## config.mk

```make
export PLATFORM = sky130hd
export DESIGN_NAME = pow2_clkdiv
export DESIGN_NICKNAME = d
export VERILOG_FILES = /design/src/rtl/pow2_clkdiv_pkg.sv /design/src/rtl/clkdiv_regs.sv /design/src/rtl/clkdiv_core.sv /design/src/rtl/clkdiv_outgate.sv /design/src/rtl/pow2_clkdiv.sv
export SDC_FILE = /design/constraint.sdc
export NUM_CORES = 1
export LEC_CHECK = 0
export ABC_AREA = 1
export BUFFER_PORTS_ARGS = -buffer_cell sky130_fd_sc_hd__buf_2
export CAP_MARGIN = 20
export CORE_UTILIZATION = 49
export CTS_BUF_LIST = sky130_fd_sc_hd__clkbuf_8
export CTS_CLUSTER_SIZE = 25
export DETAILED_ROUTE_END_ITERATION = 12
export PLACE_DENSITY = 0.79
export RECOVER_POWER = 25
export SETUP_SLACK_MARGIN = 0.4
export SLEW_MARGIN = 15
export SYNTH_ARGS = -nofsm -noshare
export SYNTH_HDL_FRONTEND = slang
export SYNTH_SLANG_ARGS = --single-unit
```

## constraint.sdc

```tcl
create_clock -name clk_i -period 3 [get_ports clk_i]
set_clock_uncertainty 0.05 [all_clocks]
set_input_delay 0.15 -clock clk_i [delete_from_list [all_inputs] [get_ports clk_i]]
set_output_delay 0.15 -clock clk_i [all_outputs]
set_load 0.05 [all_outputs]
```

## src/rtl/pow2_clkdiv_pkg.sv

```systemverilog
`timescale 1ns/1ps
package pow2_clkdiv_pkg;
    // Register offsets from the instance base; software relies on these.
    localparam logic [7:0] RATIO_OFS = 8'h43;
    localparam logic [7:0] GATE_OFS  = 8'h46;
    localparam int         GATE_BIT  = 7;
    localparam int         CODE_W    = 3;
endpackage

```

## src/rtl/clkdiv_regs.sv

```systemverilog
`timescale 1ns/1ps
module clkdiv_regs
    import pow2_clkdiv_pkg::*;
#(
    parameter int                ADDR_W    = 12,
    parameter int                DATA_W    = 8,
    parameter logic [ADDR_W-1:0] BASE_ADDR = 'h100
) (
    input  logic              clk_i,
    input  logic              rst_ni,
    input  logic [ADDR_W-1:0] bus_addr_i,
    input  logic [DATA_W-1:0] bus_wdata_i,
    input  logic              bus_we_i,
    output logic [DATA_W-1:0] bus_rdata_o,
    output logic [CODE_W-1:0] code_o,
    output logic              gate_o
);
    localparam logic [ADDR_W-1:0] RATIO_ADDR = BASE_ADDR + ADDR_W'(RATIO_OFS);
    localparam logic [ADDR_W-1:0] GATE_ADDR  = BASE_ADDR + ADDR_W'(GATE_OFS);

    typedef struct packed {
        logic [CODE_W-1:0] code;
        logic              gate;
    } regs_t;

    regs_t regs_d, regs_q;
    logic  hit_ratio, hit_gate;
    logic  unused_wdata;

    assign hit_ratio    = (bus_addr_i == RATIO_ADDR);
    assign hit_gate     = (bus_addr_i == GATE_ADDR);
    assign unused_wdata = ^bus_wdata_i;

    always_comb begin
        regs_d = regs_q;
        if (bus_we_i && hit_ratio) regs_d.code = bus_wdata_i[CODE_W-1:0];
        if (bus_we_i && hit_gate)  regs_d.gate = bus_wdata_i[GATE_BIT];
    end

    always_ff @(posedge clk_i or negedge rst_ni) begin
        if (!rst_ni) regs_q <= '0;
        else         regs_q <= regs_d;
    end

    always_comb begin
        bus_rdata_o = '0;
        if (hit_ratio)     bus_rdata_o[CODE_W-1:0] = regs_q.code;
        else if (hit_gate) bus_rdata_o[GATE_BIT]   = regs_q.gate;
    end

    assign code_o = regs_q.code;
    assign gate_o = regs_q.gate;

    assert_unused_ratio_bits_R4: assert property (@(posedge clk_i) disable iff (!rst_ni)
        hit_ratio |-> (bus_rdata_o[DATA_W-1:CODE_W] == '0));
    assert_unused_gate_bits_R4: assert property (@(posedge clk_i) disable iff (!rst_ni)
        hit_gate |-> (bus_rdata_o[GATE_BIT-1:0] == '0));
    assert_foreign_write_ignored_R9: assert property (@(posedge clk_i) disable iff (!rst_ni)
        (bus_we_i && !hit_ratio && !hit_gate) |=> ($stable(code_o) && $stable(gate_o)));
endmodule

```

## src/rtl/clkdiv_core.sv

```systemverilog
`timescale 1ns/1ps
module clkdiv_core #(
    parameter int CODE_W = 3
) (
    input  logic              clk_i,
    input  logic              rst_ni,
    input  logic [CODE_W-1:0] code_i,
    input  logic              gate_i,
    output logic              phase_o,
    output logic              fast_o
);
    localparam int MAX_EXP = (1 << CODE_W) - 2;
    localparam int EXP_W   = $clog2(MAX_EXP + 1);
    localparam int CNT_W   = MAX_EXP;

    typedef struct packed {
        logic             run;
        logic [EXP_W-1:0] expo;
        logic [CNT_W-1:0] cnt;
        logic             phase;
    } core_t;

    core_t            s_d, s_q;
    logic [EXP_W-1:0] req_exp;
    logic [CNT_W-1:0] last_cnt, half_d;
    logic             at_end;

    // Code 0 aliases to code 1 (exponent 0, divide-by-one).
    assign req_exp  = (code_i == '0) ? '0 : EXP_W'(code_i - CODE_W'(1));
    assign last_cnt = (CNT_W'(1) << s_q.expo) - CNT_W'(1);
    assign at_end   = (s_q.cnt == last_cnt);

    always_comb begin
        s_d = s_q;
        if (!s_q.run) begin
            s_d.expo = req_exp;
            s_d.cnt  = '0;
            s_d.run  = gate_i;
        end else if (at_end) begin
            s_d.expo = req_exp;
            s_d.cnt  = '0;
            s_d.run  = gate_i;
        end else begin
            s_d.cnt  = s_q.cnt + CNT_W'(1);
        end
        half_d = (s_d.expo == '0) ? '0 : (CNT_W'(1) << (s_d.expo - EXP_W'(1)));
        s_d.phase = s_d.run && (s_d.expo != '0) && (s_d.cnt < half_d);
    end

    always_ff @(posedge clk_i or negedge rst_ni) begin
        if (!rst_ni) s_q <= '0;
        else         s_q <= s_d;
    end

    assign phase_o = s_q.phase;
    assign fast_o  = s_q.run && (s_q.expo == '0);

    // Checker state: cycles spent running after the gate dropped.
    logic [CNT_W:0] stop_wait_q;
    always_ff @(posedge clk_i or negedge rst_ni) begin
        if (!rst_ni)                 stop_wait_q <= '0;
        else if (s_q.run && !gate_i) stop_wait_q <= stop_wait_q + (CNT_W+1)'(1);
        else                         stop_wait_q <= '0;
    end

    assert_low_when_stopped_R6: assert property (@(posedge clk_i) disable iff (!rst_ni)
        !s_q.run |-> !s_q.phase);
    assert_stop_bound_R6: assert property (@(posedge clk_i) disable iff (!rst_ni)
        stop_wait_q <= ((CNT_W+1)'(1) << s_q.expo));
    assert_start_next_edge_R5: assert property (@(posedge clk_i) disable iff (!rst_ni)
        (gate_i && !s_q.run) |=> s_q.run);
    assert_ratio_at_boundary_R8: assert property (@(posedge clk_i) disable iff (!rst_ni)
        (s_q.run && s_q.cnt != '0) |-> $stable(s_q.expo));
endmodule

```

## src/rtl/clkdiv_outgate.sv

```systemverilog
`timescale 1ns/1ps
module clkdiv_outgate (
    input  logic clk_i,
    input  logic rst_ni,
    input  logic fast_i,
    input  logic phase_i,
    output logic clk_o
);
    // Gate for divide-by-one, updated while the reference clock is low.
    logic open_q;
    always_ff @(negedge clk_i or negedge rst_ni) begin
        if (!rst_ni) open_q <= 1'b0;
        else         open_q <= fast_i;
    end

    assign clk_o = (clk_i & open_q) | phase_i;

    assert_fast_mode_no_phase_R3: assert property (@(posedge clk_i) disable iff (!rst_ni)
        fast_i |-> !phase_i);
endmodule

```

## src/rtl/pow2_clkdiv.sv

```systemverilog
`timescale 1ns/1ps
module pow2_clkdiv
    import pow2_clkdiv_pkg::*;
#(
    parameter int                ADDR_W    = 12,
    parameter int                DATA_W    = 8,
    parameter logic [ADDR_W-1:0] BASE_ADDR = 'h100
) (
    input  logic              clk_i,
    input  logic              rst_ni,
    input  logic [ADDR_W-1:0] bus_addr_i,
    input  logic [DATA_W-1:0] bus_wdata_i,
    input  logic              bus_we_i,
    output logic [DATA_W-1:0] bus_rdata_o,
    output logic              div_clk_o
);
    logic [CODE_W-1:0] code;
    logic              gate, phase, fast;

    clkdiv_regs #(.ADDR_W(ADDR_W), .DATA_W(DATA_W), .BASE_ADDR(BASE_ADDR)) regs_i (
        .clk_i, .rst_ni, .bus_addr_i, .bus_wdata_i, .bus_we_i, .bus_rdata_o,
        .code_o(code), .gate_o(gate)
    );

    clkdiv_core #(.CODE_W(CODE_W)) core_i (
        .clk_i, .rst_ni, .code_i(code), .gate_i(gate),
        .phase_o(phase), .fast_o(fast)
    );

    clkdiv_outgate out_i (
        .clk_i, .rst_ni, .fast_i(fast), .phase_i(phase), .clk_o(div_clk_o)
    );
endmodule

```

==> results.cfg, run 1 <==
[cells_and_area]
stdcell_area_um2 = 1670
instances_no_fill = 227
final-seq-area_um2 = 403
area_delta_synth_final_pct = 42.5
fillers = 159
multiInputGateArea_um2 = 788
fin_util_pct = 74.9
drive_gt1_share_pct = 39.2
antennaDiodeCount = 0
nets = 230

[die]
ios = 32
coreArea_um2 = 2230
die_area_um2 = 2590
die_h_um = 50.9
fp.dieW_um = 50.9
initial_core_util_pct = 52.5
core.rowCount = 17

[sta]
fmax_mhz = 346
period_share_pct = 96.2
maxSlewHeadroom_pct = 42.2
fin_crit_ns = 2.89
report.final.slew_viol_count = 0
rsz0062_at_grt = yes
finalHoldViolCount = 1
holdWs_ns = -0.00000569
setup_violations = 0
worst_pin_slew_ns = 0.867

[worst_setup_path]
path_cells = buf_4 -> buf_4 -> inv_1 -> nand4_1 -> nand3_1 -> nand2_2 -> nand3_4 -> nand2_4 -> buf_4 -> buf_4 -> nor3b_4 -> ha_4 -> a21oi_2 -> nor2_1 -> a211oi_2 -> nand3_2 -> a21oi_2
crit_path_end_kind = register
cp-start-kind = register
cpPeakStageDelay_ns = 0.43
required_ns = 3.24
slowest_stage = dfrtp_2
cpMostUsedCell = buf_4
cp_data_arrival_time_ns = 3.12
critPathKind = reg2reg
rr_worst_depth = 17
worstPathMaxFanout = 7

[drt]
avgRoutedWirePerCell_um = 13.7
drtAntennaViolNets = 0
dr.pass1.iters = 4
viasPerCell = 5.15
wl_um = 3120
drc = 0
vias = 1170
drt_iter0_markers = 44

[placed_design]
place_area_um2 = 1330
routabilityCongestion = 0.866
portBuffers = 23
dp_hpwl_um = 2070
place_inst = 207

[synth]
ys_ff_latch = 16
synth_cell_types = 29
syn_area_per_cell_um2 = 7.62
yosys_warnings = 0
netlist_area_um2 = 1170
synth_edf_count = 0
ys_seq_area_share_pct = 34.1
synth_cells = 154
ys.flop_type = dfrtp_1
async_reset_ff_share_pct = 100

[clock_tree]
cts_tree = yes
clkTransAtPathRegs_ns = 0.07
clock_latency_ns = 0.35

[grt]
track_usage_pct = 28.1
grt_max_degree = 17
antenna_found_initial = 0
grt_pass1_wl_um = 5130
grt_pass1_vias = 1190
grt-ovfl-total = 0

[run_status]
violations = negative hold slack
outcome = finished, violations left

[pwr]
power_per_cell_area_nw_per_um2 = 872
finalPower_mw = 1.46
ir_drop_mv = 0.549
power_leakage_nw = 0.891

[worst_hold_path]
holdPathStages = 3
hold_class = in2reg

[flow_run]
maxCapViolCount = 0
-- repair_timing --
| item | CTS | global route |
|---|---|---|
| pin swaps | 11 | 5 |
| endpoints found under the setup margin | 2 | 2 |
| buffers inserted | 9 | 0 |
| endpoints found under the hold margin | 18 | 0 |
| hold buffers | 4 | 0 |
| gates resized for setup | 24 | 3 |
-- area by class of cell --
type	count	share of cell area, %
clock buffer	8	6.43
inverter	22	5.09
multi-input combinational	114	47.1
sequential	16	24.1
tap	28	2.09
timing repair buffer	39	15.2
-- critical path, delay by kind of cell, from the launching register on --
family,cells,cell delay (ns)
AOI/OAI and AO/OA,3,0.45
and+or+nand+nor,8,0.95
buffers and inverters,5,0.68
DFF,1,0.43
adders and majority gates,1,0.25
-- flip-flops by register name, summed over array words and instances (netlist names) --
| signal | cells |
|---|---|
| out_i.open_q | 1 |
| regs_i.code_o | 3 |
| core_i.s_q | 10 |
| regs_i.gate_o | 1 |
| core_i.phase_o | 1 |
-- worst paths after layout --
kind / startpoint / slack [ns] / to
setup / recovery: core_i.s_q[7] / 0.11 / core_i.phase_o
hold / removal: bus_wdata_i[2] / -0.000006 / regs_i.code_o[2]
setup reg to reg: core_i.s_q[7] / 0.11 / core_i.phase_o
hold reg to reg: regs_i.gate_o / 0.46 / core_i.s_q[10]
max in group asynchronous: rst_ni / 0.60 / out_i.open_q
min in group asynchronous: rst_ni / 0.39 / core_i.phase_o
-- logic make-up (layout without fill, tap and decap cells) --
kind of cell	after synthesis	count (layout)	synth area share, %
other	1	4	0.320
flip-flops	16	16	34.1
buffers and inverters	27	69	10.8
AO/OA/AOI/OAI	11	11	5.76
adder cells (fa/ha/maj)	7	7	7.46
XOR/XNOR	5	5	3.73
AND/OR/NAND/NOR	87	87	37.8
-- metrics by stage --
step	setup TNS, ns	setup slack (ns)
after detailed placement	-0.126	-0.126
after floorplan	0	0.217
after global routing	-0.0533	-0.0533
after global placement	0	0.0689
after CTS	0	0.109
final	0	0.114
-- cells in the mapped netlist, types with 3 or more instances --
master    n  area share (%)
nor2_1   23             7.4
xor2_1    3             2.2
ha_1      7             7.5
nand2_2   4             2.1
nor3b_1   3             1.9
inv_1    20             6.4
nand3_1  12             5.1
a21oi_1   5             2.1
buf_4     4             2.6
dfrtp_1  15              32
nand3_2   3             2.6
nor2_2    5             2.7
nand2_4   5             4.8
nand2_1  27             8.6
-- layout by cell type, fill, tap and decap left out, drive strengths merged, types with 2 or more instances in the layout --
cell	n
o21ai	2
nor2	28
nor3b	3
conb	4
nand4	2
nand3	15
dfrtp	15
clkbuf	8
buf	35
ha	7
inv	22
dlygate4sd3	4
nand2	36
xnor2	2
a21oi	6
xor2	3
-- per-layer routing --
layer  up-vias  GRT usage [%]  routed length [µm]
li1        574              -                   -
met4         0           21.3                  81
met5         -              0                   0
met1       553           28.1                1210
met2        34           50.4                1740
met3         9           5.65                  82
-- power breakdown --
group | leakage [nW] | switching (mW) | internal (mW)
Combinational | 0.649 | 0.447 | 0.352
Clock | 0.0643 | 0.125 | 0.218
Sequential | 0.178 | 0.0499 | 0.268
No activity file was read; power rests on OpenSTA's default activity.
==> inputs of run 2 (changes only) <==
- CORE_UTILIZATION: 49 -> 46
- CTS_BUF_LIST: sky130_fd_sc_hd__clkbuf_8 -> default
- PLACE_DENSITY: 0.79 -> 0.75
==> results.cfg, run 2 (synthesis gave the netlist of run 1 again) <==
[run_status]
outcome = finished, final reports clean

[sta]
setup_violations = 0
worst_pin_slew_ns = 0.859
rsz0062_at_grt = yes
maxSlewHeadroom_pct = 42.7
fin_crit_ns = 2.89
report.final.slew_viol_count = 0
fmax_mhz = 346
finalHoldViolCount = 0
holdWs_ns = 0.0118
period_share_pct = 96.4

[grt]
track_usage_pct = 24.4
grt_max_degree = 17
antenna_found_initial = 0
grt-ovfl-total = 0
use_met2_pct = 47.0
grt_pass1_vias = 1171
grt_pass1_wl_um = 4640
grt-busiest-layer = met2
grtUsageMet3_pct = 4.06
grt_use_met1_pct = 23.0

[placed_design]
place_inst = 207
portBuffers = 23
routabilityCongestion = 0.739
dp_hpwl_um = 1940

[die]
coreArea_um2 = 2300
initial_core_util_pct = 51.1
die_area_um2 = 2760
ios = 32
die_h_um = 52.5
core.rowCount = 17
fp.dieW_um = 52.5

[drt]
drc = 0
drt_iter0_markers = 27
dr.pass1.iters = 4
viasPerCell = 5.17
vias = 1204
wl_um = 3260
avgRoutedWirePerCell_um = 14.0
drtAntennaViolNets = 0

[cells_and_area]
largest_reg_flops = 10
layout_common_cells = nand2_1, nor2_1, buf_2
regMostFlops = core_i.s_q
instances_no_fill = 233
nets = 236
fin_util_pct = 74.9
area_delta_synth_final_pct = 46.6
fillers = 167
drive_gt1_share_pct = 42.0
multiInputGateArea_um2 = 823
final-seq-area_um2 = 400
layout_commonest_cell = nand2_1
antennaDiodeCount = 0

[flow_run]
maxCapViolCount = 0

[pwr]
power_leakage_nw = 0.878
ir_drop_mv = 0.584
power_per_cell_area_nw_per_um2 = 879
finalPower_mw = 1.51

[worst_setup_path]
critPathKind = reg2reg
cp_data_arrival_time_ns = 3.19
crit_path_end_kind = register
worstPathMaxFanout = 6
required_ns = 3.30
cp-start-kind = register

[clock_tree]
clkTransAtPathRegs_ns = 0.09
cts_tree = yes
clock_latency_ns = 0.41

[worst_hold_path]
hold_class = in2reg
==> run 2: what timing repair did <==
action / in CTS / in global routing
gates cloned: 0 / 0
buffers inserted: 12 / 2
setup endpoints to repair: 2 / 2
gates resized for setup: 11 / 24
hold buffers: 5 / 0
pin swaps: 16 / 14
hold endpoints to repair: 19 / 0
==> run 2: metrics by stage <==
stage,setup TNS (ns),setup WS (ns),area (µm²)
6_report,0,0.108,1720
5_1_grt,-0.0271,-0.0271,1720
4_1_cts,0,0.0621,1580
3_5_place_dp,-0.0191,-0.0191,1330
3_3_place_gp,0,0.0681,1330
2_1_floorplan,0,0.217,1190
==> run 2: final cells by class <==
cell class	instances	share of cell area (%)
clock buffers	8	4.07
repair buffers	45	17.5
multi-input cells	114	47.9
flip-flops and latches	16	23.3
inverters	22	5.24
well taps	28	2.04
==> run 2: path summary, 6_finish.rpt <==
check                              start          endpoint  slack (ns)  cells past startpoint
hold / removal                  bus_we_i     regs_i.gate_o        0.01                      3
hold reg to reg            regs_i.gate_o    core_i.s_q[10]        0.49                      2
setup / recovery           core_i.s_q[8]    core_i.phase_o        0.11                     23
min in group asynchronous         rst_ni  regs_i.code_o[0]        0.32                      2
max in group asynchronous         rst_ni      out_i.open_q        0.65                      2
setup reg to reg           core_i.s_q[8]    core_i.phase_o        0.11                     23
==> run 2: report_power, final <==
group | internal, mW | switching [mW] | total [mW]
combinational | 0.453 | 0.500 | 0.953
sequential | 0.264 | 0.0432 | 0.308
clock | 0.135 | 0.117 | 0.251
total | 0.852 | 0.660 | 1.51
==> run 2: worst max-delay path, stage by stage (launching register included) <==
cell,delay [ns]
dfrtp_1,0.44
nor2_2,0.14
buf_4,0.13
buf_4,0.09
buf_4,0.09
buf_4,0.11
nand2_2,0.05
nand2_2,0.07
nand2_1,0.06
nand2_1,0.08
nand2_2,0.07
nand3_4,0.09
nand2_4,0.09
buf_6,0.14
nand2_4,0.08
nand2_8,0.08
nor2_4,0.12
nand2_2,0.07
ha_4,0.22
a21oi_2,0.13
nor2_2,0.06
a211oi_4,0.17
nand3_2,0.09
a21oi_2,0.10
==> run 2: routing by layer <==
layer | vias up | share of wire (%)
met5 | - | 0
met4 | 0 | 2.3
met3 | 8 | 3.5
met2 | 39 | 57
met1 | 573 | 37
li1 | 584 | -
